$ cat config.mk
export PLATFORM = sky130hd
export DESIGN_NAME = acl_gpio_shadow
export DESIGN_NICKNAME = d
export VERILOG_FILES = /design/src/rtl/acl_gpio_pkg.sv /design/src/rtl/acl_gpio_rx_capture.sv /design/src/rtl/acl_gpio_tx_build.sv /design/src/rtl/acl_gpio_regfile.sv /design/src/rtl/acl_gpio_shadow.sv
export SDC_FILE = /design/constraint.sdc
export NUM_CORES = 1
export LEC_CHECK = 0
export ABC_AREA = 1
export BUFFER_PORTS_ARGS = -buffer_cell sky130_fd_sc_hd__buf_2
export CAP_MARGIN = 15
export CORE_UTILIZATION = 35
export DETAILED_ROUTE_END_ITERATION = 16
export GPL_TIMING_DRIVEN = 0
export PLACE_DENSITY = 0.74
export SYNTH_ARGS = -nofsm -noshare
export SYNTH_HDL_FRONTEND = slang
export SYNTH_HIERARCHICAL = 1
export SYNTH_SLANG_ARGS = --single-unit
$ cat constraint.sdc
create_clock -name clk -period 0.95 [get_ports clk]
set_input_delay 0.1425 -clock clk [delete_from_list [all_inputs] [get_ports clk]]
set_output_delay 0.1425 -clock clk [all_outputs]
set_load 0.005 [all_outputs]
$ cat src/rtl/acl_gpio_pkg.sv
package acl_gpio_pkg;
  localparam int REG_AW = 2;

  typedef enum logic [REG_AW-1:0] {
    REG_GPI = 2'd0,
    REG_GPO = 2'd1,
    REG_STS = 2'd2,
    REG_CTL = 2'd3
  } reg_sel_e;

  // Tag word: bit (TAG_W-1) is frame valid, then one bit per slot 1..12 going down.
  function automatic int tag_bit_of(input int tag_w, input int slot_idx);
    return tag_w - 1 - slot_idx;
  endfunction

  // Slot 1 request field: slots 3..12 map onto bits 11..2.
  function automatic int req_bit_of(input int slot_idx);
    return 14 - slot_idx;
  endfunction
endpackage

$ cat src/rtl/acl_gpio_rx_capture.sv
module acl_gpio_rx_capture #(
  parameter int SLOT_W  = 20,
  parameter int TAG_W   = 16,
  parameter int TAG_BIT = 3
) (
  input  logic              clk,
  input  logic              rst,
  input  logic              frm_start,
  input  logic              slot_en,
  input  logic [TAG_W-1:0]  rx_tag,
  input  logic [SLOT_W-1:0] rx_slot,
  output logic [SLOT_W-1:0] gpi_q,
  output logic              int_hit
);
  logic capture;

  assign capture = frm_start && slot_en && rx_tag[TAG_BIT];
  assign int_hit = capture && rx_slot[0];

  always_ff @(posedge clk) begin
    if (rst) begin
      gpi_q <= '0;
    end else if (capture) begin
      gpi_q <= rx_slot;
    end
  end
endmodule

$ cat src/rtl/acl_gpio_tx_build.sv
module acl_gpio_tx_build #(
  parameter int SLOT_W = 20
) (
  input  logic              clk,
  input  logic              rst,
  input  logic              frm_start,
  input  logic              slot_en,
  input  logic              req_in,
  input  logic [SLOT_W-1:0] gpo_q,
  output logic              req_q,
  output logic              tx_tag,
  output logic [SLOT_W-1:0] tx_data
);
  always_ff @(posedge clk) begin
    if (rst) begin
      req_q   <= 1'b0;
      tx_tag  <= 1'b0;
      tx_data <= '0;
    end else if (frm_start) begin
      tx_tag  <= slot_en && req_q;
      tx_data <= gpo_q;
      req_q   <= req_in;
    end
  end
endmodule

$ cat src/rtl/acl_gpio_regfile.sv
module acl_gpio_regfile
  import acl_gpio_pkg::*;
#(
  parameter int SLOT_W = 20,
  parameter int DATA_W = 32
) (
  input  logic              clk,
  input  logic              rst,
  input  logic              wr_en,
  input  logic [REG_AW-1:0] wr_addr,
  input  logic [DATA_W-1:0] wr_data,
  input  logic [REG_AW-1:0] rd_addr,
  input  logic [SLOT_W-1:0] gpi_q,
  input  logic              int_hit,
  output logic [SLOT_W-1:0] gpo_q,
  output logic              sts_q,
  output logic              en_q,
  output logic [DATA_W-1:0] rd_data,
  output logic              irq
);
  logic              sts_nxt;
  logic              en_nxt;
  logic              wr_gpo;
  logic              wr_sts;
  logic              wr_ctl;
  logic [DATA_W-1:0] rd_mux;

  assign wr_gpo = wr_en && (reg_sel_e'(wr_addr) == REG_GPO);
  assign wr_sts = wr_en && (reg_sel_e'(wr_addr) == REG_STS);
  assign wr_ctl = wr_en && (reg_sel_e'(wr_addr) == REG_CTL);

  always_comb begin
    sts_nxt = sts_q;
    if (wr_sts && wr_data[0]) sts_nxt = 1'b0;
    if (int_hit)              sts_nxt = 1'b1;
    en_nxt = wr_ctl ? wr_data[0] : en_q;
  end

  always_comb begin
    rd_mux = '0;
    unique case (reg_sel_e'(rd_addr))
      REG_GPI: rd_mux[SLOT_W-1:0] = gpi_q;
      REG_GPO: rd_mux[SLOT_W-1:0] = gpo_q;
      REG_STS: rd_mux[0]          = sts_q;
      REG_CTL: rd_mux[0]          = en_q;
      default: rd_mux             = '0;
    endcase
  end

  always_ff @(posedge clk) begin
    if (rst) begin
      gpo_q   <= '0;
      sts_q   <= 1'b0;
      en_q    <= 1'b0;
      irq     <= 1'b0;
      rd_data <= '0;
    end else begin
      if (wr_gpo) gpo_q <= wr_data[SLOT_W-1:0];
      sts_q   <= sts_nxt;
      en_q    <= en_nxt;
      irq     <= sts_nxt && en_nxt;
      rd_data <= rd_mux;
    end
  end
endmodule

$ cat src/rtl/acl_gpio_shadow.sv
module acl_gpio_shadow
  import acl_gpio_pkg::*;
#(
  parameter int SLOT_W   = 20,
  parameter int DATA_W   = 32,
  parameter int TAG_W    = 16,
  parameter int SLOT_IDX = 12
) (
  input  logic              clk,
  input  logic              rst,
  input  logic              frm_start,
  input  logic              slot_en,
  input  logic [TAG_W-1:0]  rx_tag,
  input  logic [SLOT_W-1:0] rx_slot1,
  input  logic [SLOT_W-1:0] rx_slot12,
  input  logic              wr_en,
  input  logic [1:0]        wr_addr,
  input  logic [DATA_W-1:0] wr_data,
  input  logic [1:0]        rd_addr,
  output logic [DATA_W-1:0] rd_data,
  output logic              tx_slot_tag,
  output logic [SLOT_W-1:0] tx_slot_data,
  output logic              irq
);
  localparam int TAG_BIT = tag_bit_of(TAG_W, SLOT_IDX);
  localparam int REQ_BIT = req_bit_of(SLOT_IDX);

  logic [SLOT_W-1:0] gpi_q;
  logic [SLOT_W-1:0] gpo_q;
  logic              int_hit;
  logic              req_q;
  logic              sts_q;
  logic              en_q;

  acl_gpio_rx_capture #(
    .SLOT_W (SLOT_W),
    .TAG_W  (TAG_W),
    .TAG_BIT(TAG_BIT)
  ) rx_i (
    .clk      (clk),
    .rst      (rst),
    .frm_start(frm_start),
    .slot_en  (slot_en),
    .rx_tag   (rx_tag),
    .rx_slot  (rx_slot12),
    .gpi_q    (gpi_q),
    .int_hit  (int_hit)
  );

  acl_gpio_tx_build #(
    .SLOT_W(SLOT_W)
  ) tx_i (
    .clk      (clk),
    .rst      (rst),
    .frm_start(frm_start),
    .slot_en  (slot_en),
    .req_in   (rx_slot1[REQ_BIT]),
    .gpo_q    (gpo_q),
    .req_q    (req_q),
    .tx_tag   (tx_slot_tag),
    .tx_data  (tx_slot_data)
  );

  acl_gpio_regfile #(
    .SLOT_W(SLOT_W),
    .DATA_W(DATA_W)
  ) regs_i (
    .clk    (clk),
    .rst    (rst),
    .wr_en  (wr_en),
    .wr_addr(wr_addr),
    .wr_data(wr_data),
    .rd_addr(rd_addr),
    .gpi_q  (gpi_q),
    .int_hit(int_hit),
    .gpo_q  (gpo_q),
    .sts_q  (sts_q),
    .en_q   (en_q),
    .rd_data(rd_data),
    .irq    (irq)
  );
endmodule

# [Yosys cells after proc, flatten, opt, wreduce, memory -nomap -nowiden]
# Index checks and enable logic that the tools add are counted.
[totals] reg_bits=97 latchBits=0 mem_bits_rw=0 romBits=0 inputBits=97 output_inout_bits=54 memories=0
[classes] addsub=0 mul=0 div_mod_pow=0 n_lt_le_gt_ge=0 eq_ne=6 shifts=0 muxes=5 bitwise_logic=0 n_reduce_logical=10
[ops] operator="19-bit one-hot mux with 2 select lines" count=1
[ops] operator="1-bit logical AND" count=9
[ops] operator="2-bit == test (second input constant)" count=4
[ops] operator="2-bit by 1-bit == test with 1-bit output (second input constant)" count=2
[ops] operator="1-bit one-hot mux with 4 select lines" count=1
[ops] operator="1-bit two-way mux" count=3
[ops] operator="2-bit logical NOT" count=1

# [Depth between registers and ports, before layout]
# Gate-level depths: netlist (run 1).
[logic_depth] ltp_word=6 depth_mapped=7 depth_no_buf=6

# [Modules after synthesis]
# Netlist (run 1), hierarchy kept.
[by_module_without_submodules] mod="acl_gpio_regfile" instances=1 cells_per_inst=213 area_per_inst_um2=1624.1
[by_module_without_submodules] mod="acl_gpio_tx_build" instances=1 cells_per_inst=96 area_per_inst_um2=867.1
[by_module_without_submodules] mod="acl_gpio_rx_capture" instances=1 cells_per_inst=92 area_per_inst_um2=819.5

# [Worst setup path after synthesis (run 1)]
# No wires, ideal clock.
[synth_timing] kind="input to register" start="input port wr_addr[1]" end="register regs_i.gpo_q[0]" t_arrival_ns=0.645 path_slack_ns=0.189 cell_stages=4 n_path_buf=1 path_cell_list="nand3b_1 > clkbuf_2 > o21ai_0 > nor2_1"
[synth_between] elab_chain_len=2
[synth_rtl] element="start, declared" line="acl_gpio_shadow.sv:17" text="input logic [1:0] wr_addr,"
[synth_rtl] element="2-bit by 1-bit == test with 1-bit output" line="acl_gpio_regfile.sv:28" text="assign wr_gpo = wr_en && (reg_sel_e'(wr_addr) == REG_GPO);"
[synth_rtl] element="1-bit logical AND" line="acl_gpio_regfile.sv:28"
[synth_rtl] element="end signal, assigned" line="acl_gpio_regfile.sv:58" text="if (wr_gpo) gpo_q <= wr_data[SLOT_W-1:0];"
[synth_rtl] element="end, declared" line="acl_gpio_regfile.sv:15" text="output logic [SLOT_W-1:0] gpo_q,"
# No other way between the ends.
# A chain may end at the register's enable or synchronous reset.

# [Worst setup path in the final report (run 1)]
[layout_timing] start="register tx_i.tx_data[13]" end="output port tx_slot_data[13]"
[layout_rtl] element="start, declared" line="acl_gpio_tx_build.sv:12" text="output logic [SLOT_W-1:0] tx_data"
[layout_rtl] element="start signal, assigned" line="acl_gpio_tx_build.sv:21" text="tx_data <= gpo_q;"
[layout_rtl] element="end, declared" line="acl_gpio_shadow.sv:22" text="output logic [SLOT_W-1:0] tx_slot_data,"
# No word-level cell between the ends.

==> results.tsv, run 1 <==
stage	metric	value	unit
timing	fin_crit_sh	99.33	%
hold_path	hold_start	rx_slot12[4]	
setup_path	critPathSlowestCell	dfxtp_2	
clocking	ctsHoldBuffers	0	
grt	grt.overflow.total	0	
grt	grt_pass1_wl	13.49	mm
clocking	cts_tree	done	
floorplanning	dieHeight	99.26	um
layout	fin_cells	638	
layout	antennaDiodeCount	0	
timing	setup_violations	0	
layout	n_fill_cell	943	
detailed_routing	drcViolationCount	0	
outcome	status	completed	
grt	grt_pass1_vias	2951	
floorplanning	coreArea	9196	sq um
detailed_routing	routed_wl	8.310	mm
floorplanning	io_pins	151	
setup_path	rrSetupSlack	110	ps
run	max_cap_viol_count	0	
floorplanning	rows	35	
hold_path	min_path_cells	3	
setup_path	required	810	ps
setup_path	worst-setup-path-type	register to output port	
layout	final_cell_mix	83 x buf_2, 66 x nor2_1, 65 x nand2_1	
floorplanning	dieArea	9852	sq um
setup_path	start_kind	register	
clocking	cts_sinks	85	
clocking	clock_latency	360	ps
synth	seq_area_frac_synth	51.40	%
setup_path	crit_buf_inv	1	
floorplanning	die_width	99.26	um
pwr	power_density	1676	nW/um^2
setup_path	crit_chain	buf_2	
detailed_routing	postRouteAntennaNets	0	
setup_path	rr_endpoint	tx_i/tx_data[14]$_SDFFE_PP0P_	
pwr	p_leak	0.001910	uW
synth	synth_top_area_share	51.40	%
synth	synth.area.top_cells	dfxtp_1 51%, nor2_1 7.5%, nand2_1 7.4%	
synth	synth_seq_cells	85	
layout	layout-drive-gt1-share	39.28	%
setup_path	critPathMaxFanout	2	
setup_path	timing.rr.start	tx_i/tx_data[14]$_SDFFE_PP0P_	
detailed_routing	vias	3032	
placement	post-place-ws	-146.4	ps
clocking	cts.clk_slew.worst_paths	90	ps
grt	grt_use_total	17.62	%
setup_path	critical_path_depth	1	
setup_path	cp-end-kind	output port	
detailed_routing	drt_iter0_markers	92	
clocking	cts-root-buf	clkbuf_8	
setup_path	r2r.worst_path.cells	4	
timing	hold_violations	0	
detailed_routing	first_pass_iters	4	
floorplanning	initial_core_util	36.00	%
synth	synth.cell_area	3311	sq um
synth	synth_area_per_cell	8.256	sq um
placement	portBuffers	92	
grt	grt_start_max_net_pins	15	
detailed_routing	routedWlPerCell	13.03	um
layout	nNetsFinal	619	
timing	grt_setup_unrepaired	true	
setup_path	critPathMaxStageDelay	330	ps
layout	area_growth	30.99	%
detailed_routing	routed_via_density	4.752	
pwr	peakVddDrop	1.243	mV
timing	skew	12.89	ps
hold_path	min_path_type	input port to register	
hold_path	min_to	rx_i/gpi_q[4]$_SDFFE_PP0P_	
clocking	cts_max_level	3	
setup_path	path_delay_family	flip-flops	
timing	slew_violations	0	
synth	yosys.area.top_type	dfxtp_1	
grt	antenna_found_initial	0	
clocking	numCtsBuffers	9	
timing	fin_crit	943.6	ps
synth	syn_inst	401	
timing	final.setup.worst_slack	6.393	ps
placement	gp_congestion	0.7745	
setup_path	cp.arrival	800	ps
placement	post-place-cells	615	
pwr	power	7269	uW
synth	yosysUniqueCellTypes	23	
placement	hpwlAfterDp	6.389	mm
layout	fin_util	47.16	%
synth	yosys_warnings	6	
clocking	clock_path_buffers	2	
layout	layout_commonest_cell	buf_2	
timing	fmax	1060	MHz
## repair_timing
action	CTS	global route
setup endpoints to repair	22	39
resized for setup	27	15
setup buffers	4	3
## final cells by class
type,instances,area (sq um),share of cell area (%)
Sequential cell,85,1737,40.05
Tap cell,111,138.9,3.203
Clock buffer,11,151.4,3.491
Timing Repair Buffer,99,600.6,13.85
Buffer,40,304.0,7.011
Multi-Input combinational cell,277,1309,30.18
Clock inverter,5,58.81,1.356
Inverter,10,37.54,0.8656
## stage by stage
| stage | hold WS (ps) | cell area, sq um | setup TNS [ps] |
|---|---|---|---|
| final | 28.16 | 4337 | 0 |
| after global routing | 14.08 | 4337 | -755.4 |
| after CTS | 11.41 | 4260 | -78.30 |
| after detailed placement | 405.0 | 3951 | -2466 |
| after global placement | 377.5 | 3951 | -1587 |
| after floorplan | 211.6 | 3352 | 0 |
## registers in the layout, summed over array words and instances, names as in the netlist
register        count
regs_i/sts_q        1
tx_i/tx_data       20
regs_i/irq          1
regs_i/en_q         1
tx_i/tx_tag         1
regs_i/gpo_q       20
rx_i/gpi_q         20
tx_i/req_q          1
regs_i/rd_data     20
## kinds of logic after synthesis
| group | count (synthesis) | synth area share [%] |
|---|---|---|
| buffers and inverters | 50 | 10.32 |
| other | 1 | 0.1133 |
| AO/OA/AOI/OAI | 83 | 12.66 |
| flip-flops | 85 | 51.40 |
| AND/OR/NAND/NOR | 182 | 25.51 |
## synthesized netlist by cell type (all sizes together)
cell type / instances
nand3: 6
inv: 10
buf: 32
dfxtp: 85
clkbuf: 8
nand3b: 1
nand4: 20
nand2: 65
nor2: 90
o21ai: 42
a21oi: 41
conb: 1
## how the worst max path moves through the flow
stage	to	from
floorplan	regs_i/gpo_q[0]$_SDFFE_PP0P_	wr_addr[1]
finish	tx_slot_data[13]	tx_i/tx_data[13]$_SDFFE_PP0P_
global route	tx_slot_data[16]	tx_i/tx_data[16]$_SDFFE_PP0P_
global placement	regs_i/gpo_q[19]$_SDFFE_PP0P_	rst
CTS	tx_slot_data[10]	tx_i/tx_data[10]$_SDFFE_PP0P_
detailed placement	regs_i/gpo_q[5]$_SDFFE_PP0P_	rst
## where the power goes
group          total, uW  leakage (uW)  switching, uW  internal [uW]
Sequential          3810      0.000705           99.3           3720
Combinational        829       0.00110            429            400
Clock               2630      0.000102           1270           1360
Total               7270       0.00191           1800           5470
## routing by layer
| layer | vias to the layer above | global-route usage, % | wire (um) |
|---|---|---|---|
| met1 | 1387 | 21.33 | 3673 |
| li1 | 1524 | - | - |
| met3 | 16 | 5.762 | 620 |
| met2 | 105 | 28.95 | 3809 |
| met4 | 0 | 7.014 | 206 |
| met5 | - | 0 | 0 |
No activity file was read; power rests on OpenSTA's default activity.
==> run 2: changes to the inputs <==
--- a/constraint.sdc
+++ b/constraint.sdc
@@ -3,2 +3,2 @@
 set_output_delay 0.1425 -clock clk [all_outputs]
-set_load 0.005 [all_outputs]
+set_load 0.1 [all_outputs]
==> run 2 against run 1 <==
- the run now ends with negative setup slack left
- setup slack got worse by 84 ps
- clock skew fell by 4.6 ps
- total power increased by 14%
- die area is the same
- flip-flop and latch count is the same
- critical path depth unchanged
- first-iteration DRC count is 6.5% lower
- register-to-register slack better by 120 ps
- combinational power grew 100%
- wire length increased by 6.9%
- sequential power increased by 1%
- largest power group unchanged
- highest routed layer unchanged
==> results.tsv, run 2 (same netlist as run 1, synthesis figures left out) <==
stage	metric	value	unit	change
timing	fin_crit_sh	108.2	%	+8.9 points
setup_path	critPathMaxStageDelay	360	ps	+30 ps
detailed_routing	routed-wl-met2	4.488	mm	+18%
setup_path	start_kind	register		
clocking	clock_latency	350	ps	about the same
grt	grt_pass1_vias	3091		+4.7%
placement	portBuffers	92		unchanged
floorplanning	rows	35		unchanged
pwr	power_density	1698	nW/um^2	+1.3%
timing	hold_violations	0		unchanged
placement	post-place-ws	-181.9	ps	-35.50 ps
hold_path	min_path_type	input port to register		
pwr	peakVddDrop	0.8451	mV	-32%
grt	antenna_found_initial	0		unchanged
timing	slew_violations	0		unchanged
setup_path	cp-end-kind	output port		
placement	gp_congestion	0.7809		+0.83%
clocking	clock_path_buffers	2		unchanged
detailed_routing	routed_via_density	4.777		+0.52%
layout	nNetsFinal	614		-0.81%
setup_path	critical_path_depth	1		unchanged
setup_path	rrSetupSlack	230	ps	+120 ps
timing	grt_setup_unrepaired	true		
setup_path	critPathSlowestCell	dfxtp_2		
clocking	cts.clk_slew.worst_paths	80	ps	about the same
setup_path	path_delay_family	flip-flops		
clocking	cts_max_level	3		unchanged
layout	final_area	4866	sq um	+12%
setup_path	timing.rr.start	tx_i/tx_data[11]$_SDFFE_PP0P_		
detailed_routing	routedWlPerCell	14.05	um	+7.9%
floorplanning	dieArea	9852	sq um	unchanged
layout	layout-drive-gt1-share	41.07	%	+1.8 points
floorplanning	dieHeight	99.26	um	unchanged
setup_path	crit_path_end	tx_slot_data[4]		
grt	grt_start_max_net_pins	14		-1
detailed_routing	first_pass_iters	5		+1
setup_path	rr_endpoint	tx_i/tx_data[11]$_SDFFE_PP0P_		
outcome	violations	negative setup slack		
setup_path	critPathMaxFanout	2		unchanged
floorplanning	initial_core_util	36.00	%	unchanged
detailed_routing	top_layer	met4		
floorplanning	die_width	99.26	um	unchanged
timing	fin_crit	1028	ps	+84.17 ps
clocking	cts_tree	done		
detailed_routing	postRouteAntennaNets	0		unchanged
outcome	status	finished, violations left		
setup_path	crit_chain	buf_12		
timing	final.setup.worst_slack	-77.78	ps	-84.17 ps
floorplanning	coreArea	9196	sq um	unchanged
timing	setup_violations	42		+42
clocking	cts_sinks	85		unchanged
setup_path	worst-setup-path-type	register to output port		
run	max_cap_viol_count	0		unchanged
layout	final_cell_mix	66 x nor2_1, 65 x nand2_1, 55 x buf_2		
floorplanning	io_pins	151		unchanged
layout	antennaDiodeCount	0		unchanged
pwr	p_leak	0.002010	uW	+5.2%
layout	layout_commonest_cell	nor2_1		
detailed_routing	vias	3019		-0.43%
grt	grt.overflow.total	0		unchanged
setup_path	required	810	ps	about the same
hold_path	min_path_cells	3		unchanged
setup_path	crit_buf_inv	1		unchanged
detailed_routing	routed_wl	8.881	mm	+6.9%
clocking	ctsHoldBuffers	0		unchanged
timing	fmax	973.0	MHz	-8.2%
grt	grt_pass1_wl	14.41	mm	+6.9%
setup_path	startpoint	tx_i/tx_data[4]$_SDFFE_PP0P_		
detailed_routing	wl_met3	543	um	-12%
clocking	cts-root-buf	clkbuf_8		
setup_path	r2r.worst_path.cells	3		-1
setup_path	cp.arrival	890	ps	+90 ps
detailed_routing	m1WireLength	3.701	mm	+0.76%
timing	skew	8.286	ps	-4.600 ps
detailed_routing	drt_iter0_markers	86		-6.5%
placement	placed_area	4004	sq um	+1.3%
detailed_routing	drcViolationCount	0		unchanged
placement	hpwlAfterDp	6.453	mm	+1.0%
layout	area_growth	46.98	%	
timing	tns	-2746	ps	-2746 ps
clocking	numCtsBuffers	9		unchanged
grt	grt_use_total	18.90	%	+1.3 points
==> run 2: changes by cell type in the layout (fill, tap and decap cells not counted), moves of 5 or more <==
cell / delta
buf_4: -5
buf_2: -28
dfxtp_1: -14
buf_12: +42
dfxtp_2: +13
buf_6: -14
==> run 2: metrics by stage <==
stage / instances / power [uW] / utilization (%) / hold WS, ps
floorplan: 412 / 5029 / - / 204.2
global placement: 615 / 5312 / 43.54 / 376.8
detailed placement: 615 / 5340 / 43.54 / 402.1
CTS: 630 / 8334 / 52.72 / 31.60
global route: 632 / 8615 / 52.91 / 28.38
finish: 632 / 8261 / 52.91 / 47.06
==> run 2: layout make-up <==
type / instances / area (sq um)
Buffer: 40 / 304.0
Fill cell: 823 / 4330
Inverter: 10 / 37.54
Clock inverter: 4 / 72.57
Tap cell: 111 / 138.9
Clock buffer: 11 / 141.4
Timing Repair Buffer: 94 / 1106
Sequential cell: 85 / 1757
Multi-Input combinational cell: 277 / 1309
==> run 2: what timing repair did <==
| item | 4_1_cts | 5_1_grt |
|---|---|---|
| gates resized for setup | 168 | 2 |
| buffers inserted | 0 | 2 |
| endpoints found under the setup margin | 42 | 43 |
==> run 2: worst min-delay path by stage <==
stage | start | to | slack (ps)
final | rx_slot12[19] | rx_i/gpi_q[19]$_SDFFE_PP0P_ | 50
after detailed placement | wr_data[9] | regs_i/gpo_q[9]$_SDFFE_PP0P_ | 400
after floorplan | rst | regs_i/rd_data[19]$_SDFF_PP0_ | 200
after CTS | rx_slot12[19] | rx_i/gpi_q[19]$_SDFFE_PP0P_ | 30
after global routing | rx_slot12[19] | rx_i/gpi_q[19]$_SDFFE_PP0P_ | 30
after global placement | rx_slot1[2] | tx_i/req_q$_SDFFE_PP0P_ | 380
==> run 2: report_power, final <==
group          internal (uW)  switching (uW)  total [uW]
Combinational            563            1100        1670
Clock                   1540            1210        2740
Sequential              3720             131        3850
Total                   5820            2440        8260
==> run 2: worst register-to-register path: cells and delay by family (launching register included) <==
kind	cells	cell delay (ps)
DFF	1	340
buffers and inverters	1	130
AOI/OAI and AO/OA	1	110
and+or+nand+nor	1	50
==> run 2: per-layer routing <==
| layer | vias to the layer above | track usage (%) |
|---|---|---|
| met5 | - | 0 |
| met4 | 0 | 6.900 |
| met3 | 12 | 5.341 |
| met2 | 95 | 34.03 |
| met1 | 1394 | 21.20 |
| li1 | 1518 | - |
==> run 3: changes to the inputs <==
- CORE_UTILIZATION: 35 -> 46
- PLACE_DENSITY: 0.74 -> 0.9
==> run 3 against run 2 <==
- the flow still finishes with violations (negative setup slack)
- clock power fell by 8.4%
- design area is 1.1% lower
- sequential power barely moved
- clock skew down 2.5 ps
- register-to-register slack lost 20 ps
- critical path depth unchanged
- sequential share of layout area increased by 0.41 points
- core utilization grew 17 points
- combinational power about the same
- die area decreased by 23%
- critical endpoint is now tx_slot_data[14]
- largest power group unchanged
==> results.tsv, run 3 (same netlist as run 1, synthesis figures left out) <==
stage	metric	value	unit	change
timing	fmax	962.6	MHz	-1.1%
placement	portBuffers	92		unchanged
floorplanning	initial_core_util	48.20	%	+12 points
setup_path	critPathMaxFanout	2		unchanged
grt	grtUsageMet2	45.96	%	+12 points
detailed_routing	routed_via_density	5.050		+5.7%
outcome	violations	negative setup slack		
clocking	clock_path_buffers	2		unchanged
detailed_routing	postRouteAntennaNets	0		unchanged
timing	fin_crit_sh	109.3	%	+1.2 points
placement	post-place-cells	600		-2.4%
setup_path	critPathSlowestCell	dfxtp_2		
detailed_routing	vias	3111		+3.0%
pwr	peakVddDrop	1.007	mV	+19%
detailed_routing	drcViolationCount	0		unchanged
grt	grt_use_met3	5.810	%	+0.47 points
floorplanning	io_pins	151		unchanged
grt	grt_most_used_layer	met2		
setup_path	path_delay_family	flip-flops		
detailed_routing	routedWlPerCell	14.83	um	+5.5%
floorplanning	dieArea	7540	sq um	-23%
grt	grt_pass1_wl	14.28	mm	-0.91%
setup_path	critPathMaxStageDelay	360	ps	about the same
layout	final_cell_mix	66 x nor2_1, 65 x nand2_1, 55 x buf_2		
clocking	cts_sinks	85		unchanged
timing	hold_violations	0		unchanged
placement	gp_congestion	0.8482		+8.6%
clocking	numCtsBuffers	9		unchanged
pwr	power_density	1669	nW/um^2	-1.7%
setup_path	start_kind	register		
timing	skew	5.772	ps	-2.514 ps
detailed_routing	routed_wl	9.135	mm	+2.9%
floorplanning	coreArea	6869	sq um	-25%
clocking	ctsHoldBuffers	0		unchanged
clocking	cts_max_level	3		unchanged
layout	area_growth	45.31	%	
layout	layout-drive-gt1-share	40.77	%	-0.31 points
run	max_cap_viol_count	0		unchanged
pwr	p_leak	0.001990	uW	-0.97%
grt	antenna_found_initial	0		unchanged
setup_path	required	810	ps	about the same
floorplanning	die_width	86.84	um	-13%
clocking	cts_tree	done		
grt	grt_use_total	25.39	%	+6.5 points
timing	slew_violations	0		unchanged
layout	fin_cells	616		-2.5%
grt	grt_pass1_vias	3087		-0.13%
grt	grt_start_max_net_pins	14		unchanged
timing	final.setup.worst_slack	-88.82	ps	-11.04 ps
setup_path	cp-end-kind	output port		
grt	grt_use_met1	27.26	%	+6.1 points
timing	setup_violations	42		unchanged
layout	antennaDiodeCount	0		unchanged
timing	fin_crit	1039	ps	+11.04 ps
placement	hpwlAfterDp	6.273	mm	-2.8%
floorplanning	dieHeight	86.84	um	-13%
grt	grt.overflow.total	0		unchanged
hold_path	min_path_type	input port to register		
timing	tns	-3219	ps	-472.7 ps
layout	nNetsFinal	612		-0.33%
setup_path	crit_chain	buf_12		
outcome	status	finished, violations left		
layout	layout_commonest_cell	nor2_1		
clocking	cts-root-buf	clkbuf_8		
setup_path	crit_buf_inv	1		unchanged
detailed_routing	first_pass_iters	4		-1
setup_path	cp.arrival	900	ps	about the same
timing	grt_setup_unrepaired	true		
detailed_routing	drt_iter0_markers	135		+57%
clocking	clock_latency	350	ps	about the same
setup_path	worst-setup-path-type	register to output port		
floorplanning	rows	30		-14%
clocking	cts.clk_slew.worst_paths	80	ps	about the same
## run 3: final cells by class
cell class	instances	area, sq um
Fill cell	545	2058
Sequential cell	85	1757
Multi-Input combinational cell	277	1309
Timing Repair Buffer	92	1091
Buffer	40	304.0
Clock buffer	12	145.1
Tap cell	96	120.1
Clock inverter	4	47.55
Inverter	10	37.54
## run 3: final timing paths
path | start | to | slack [ps] | depth (start not counted)
min reg2reg | rx_i/gpi_q[17]$_SDFFE_PP0P_ | rx_i/gpi_q[17]$_SDFFE_PP0P_ | 470 | 2
max reg2reg | regs_i/en_q$_SDFF_PP0_ | regs_i/rd_data[0]$_SDFF_PP0_ | 210 | 4
min | rx_slot1[2] | tx_i/req_q$_SDFFE_PP0P_ | 20 | 3
max | tx_i/tx_data[14]$_SDFFE_PP0P_ | tx_slot_data[14] | -90 | 1
## run 3: power by group
group          internal (uW)  total (uW)  switching [uW]
clock                   1280        2510            1230
combinational            557        1670            1110
sequential              3720        3850             136
## run 3: routing by layer
layer  share of wire, %  up-vias
met3                7.4       29
met5                  0        -
met1                 36     1444
li1                   -     1513
met2                 54      125
met4                3.0        0
## run 3: repair_timing
item	4_1_cts	5_1_grt
setup endpoints to repair	42	42
gates resized for setup	169	0
setup buffers	0	0
## run 3: stage by stage
| step | util, % | instance area (sq um) | setup slack (ps) | total power (uW) | hold slack, ps |
|---|---|---|---|---|---|
| 3_3_place_gp | 58.01 | 3985 | -50.88 | 5297 | 381.6 |
| 6_report | 70.04 | 4811 | -88.82 | 8028 | 24.79 |
| 3_5_place_dp | 58.01 | 3985 | -164.7 | 5336 | 394.5 |
| 2_1_floorplan | - | 3405 | 29.12 | 5029 | 204.2 |
| 4_1_cts | 70.04 | 4811 | -105.2 | 8048 | 17.55 |
| 5_1_grt | 70.04 | 4811 | -121.3 | 8370 | 22.83 |
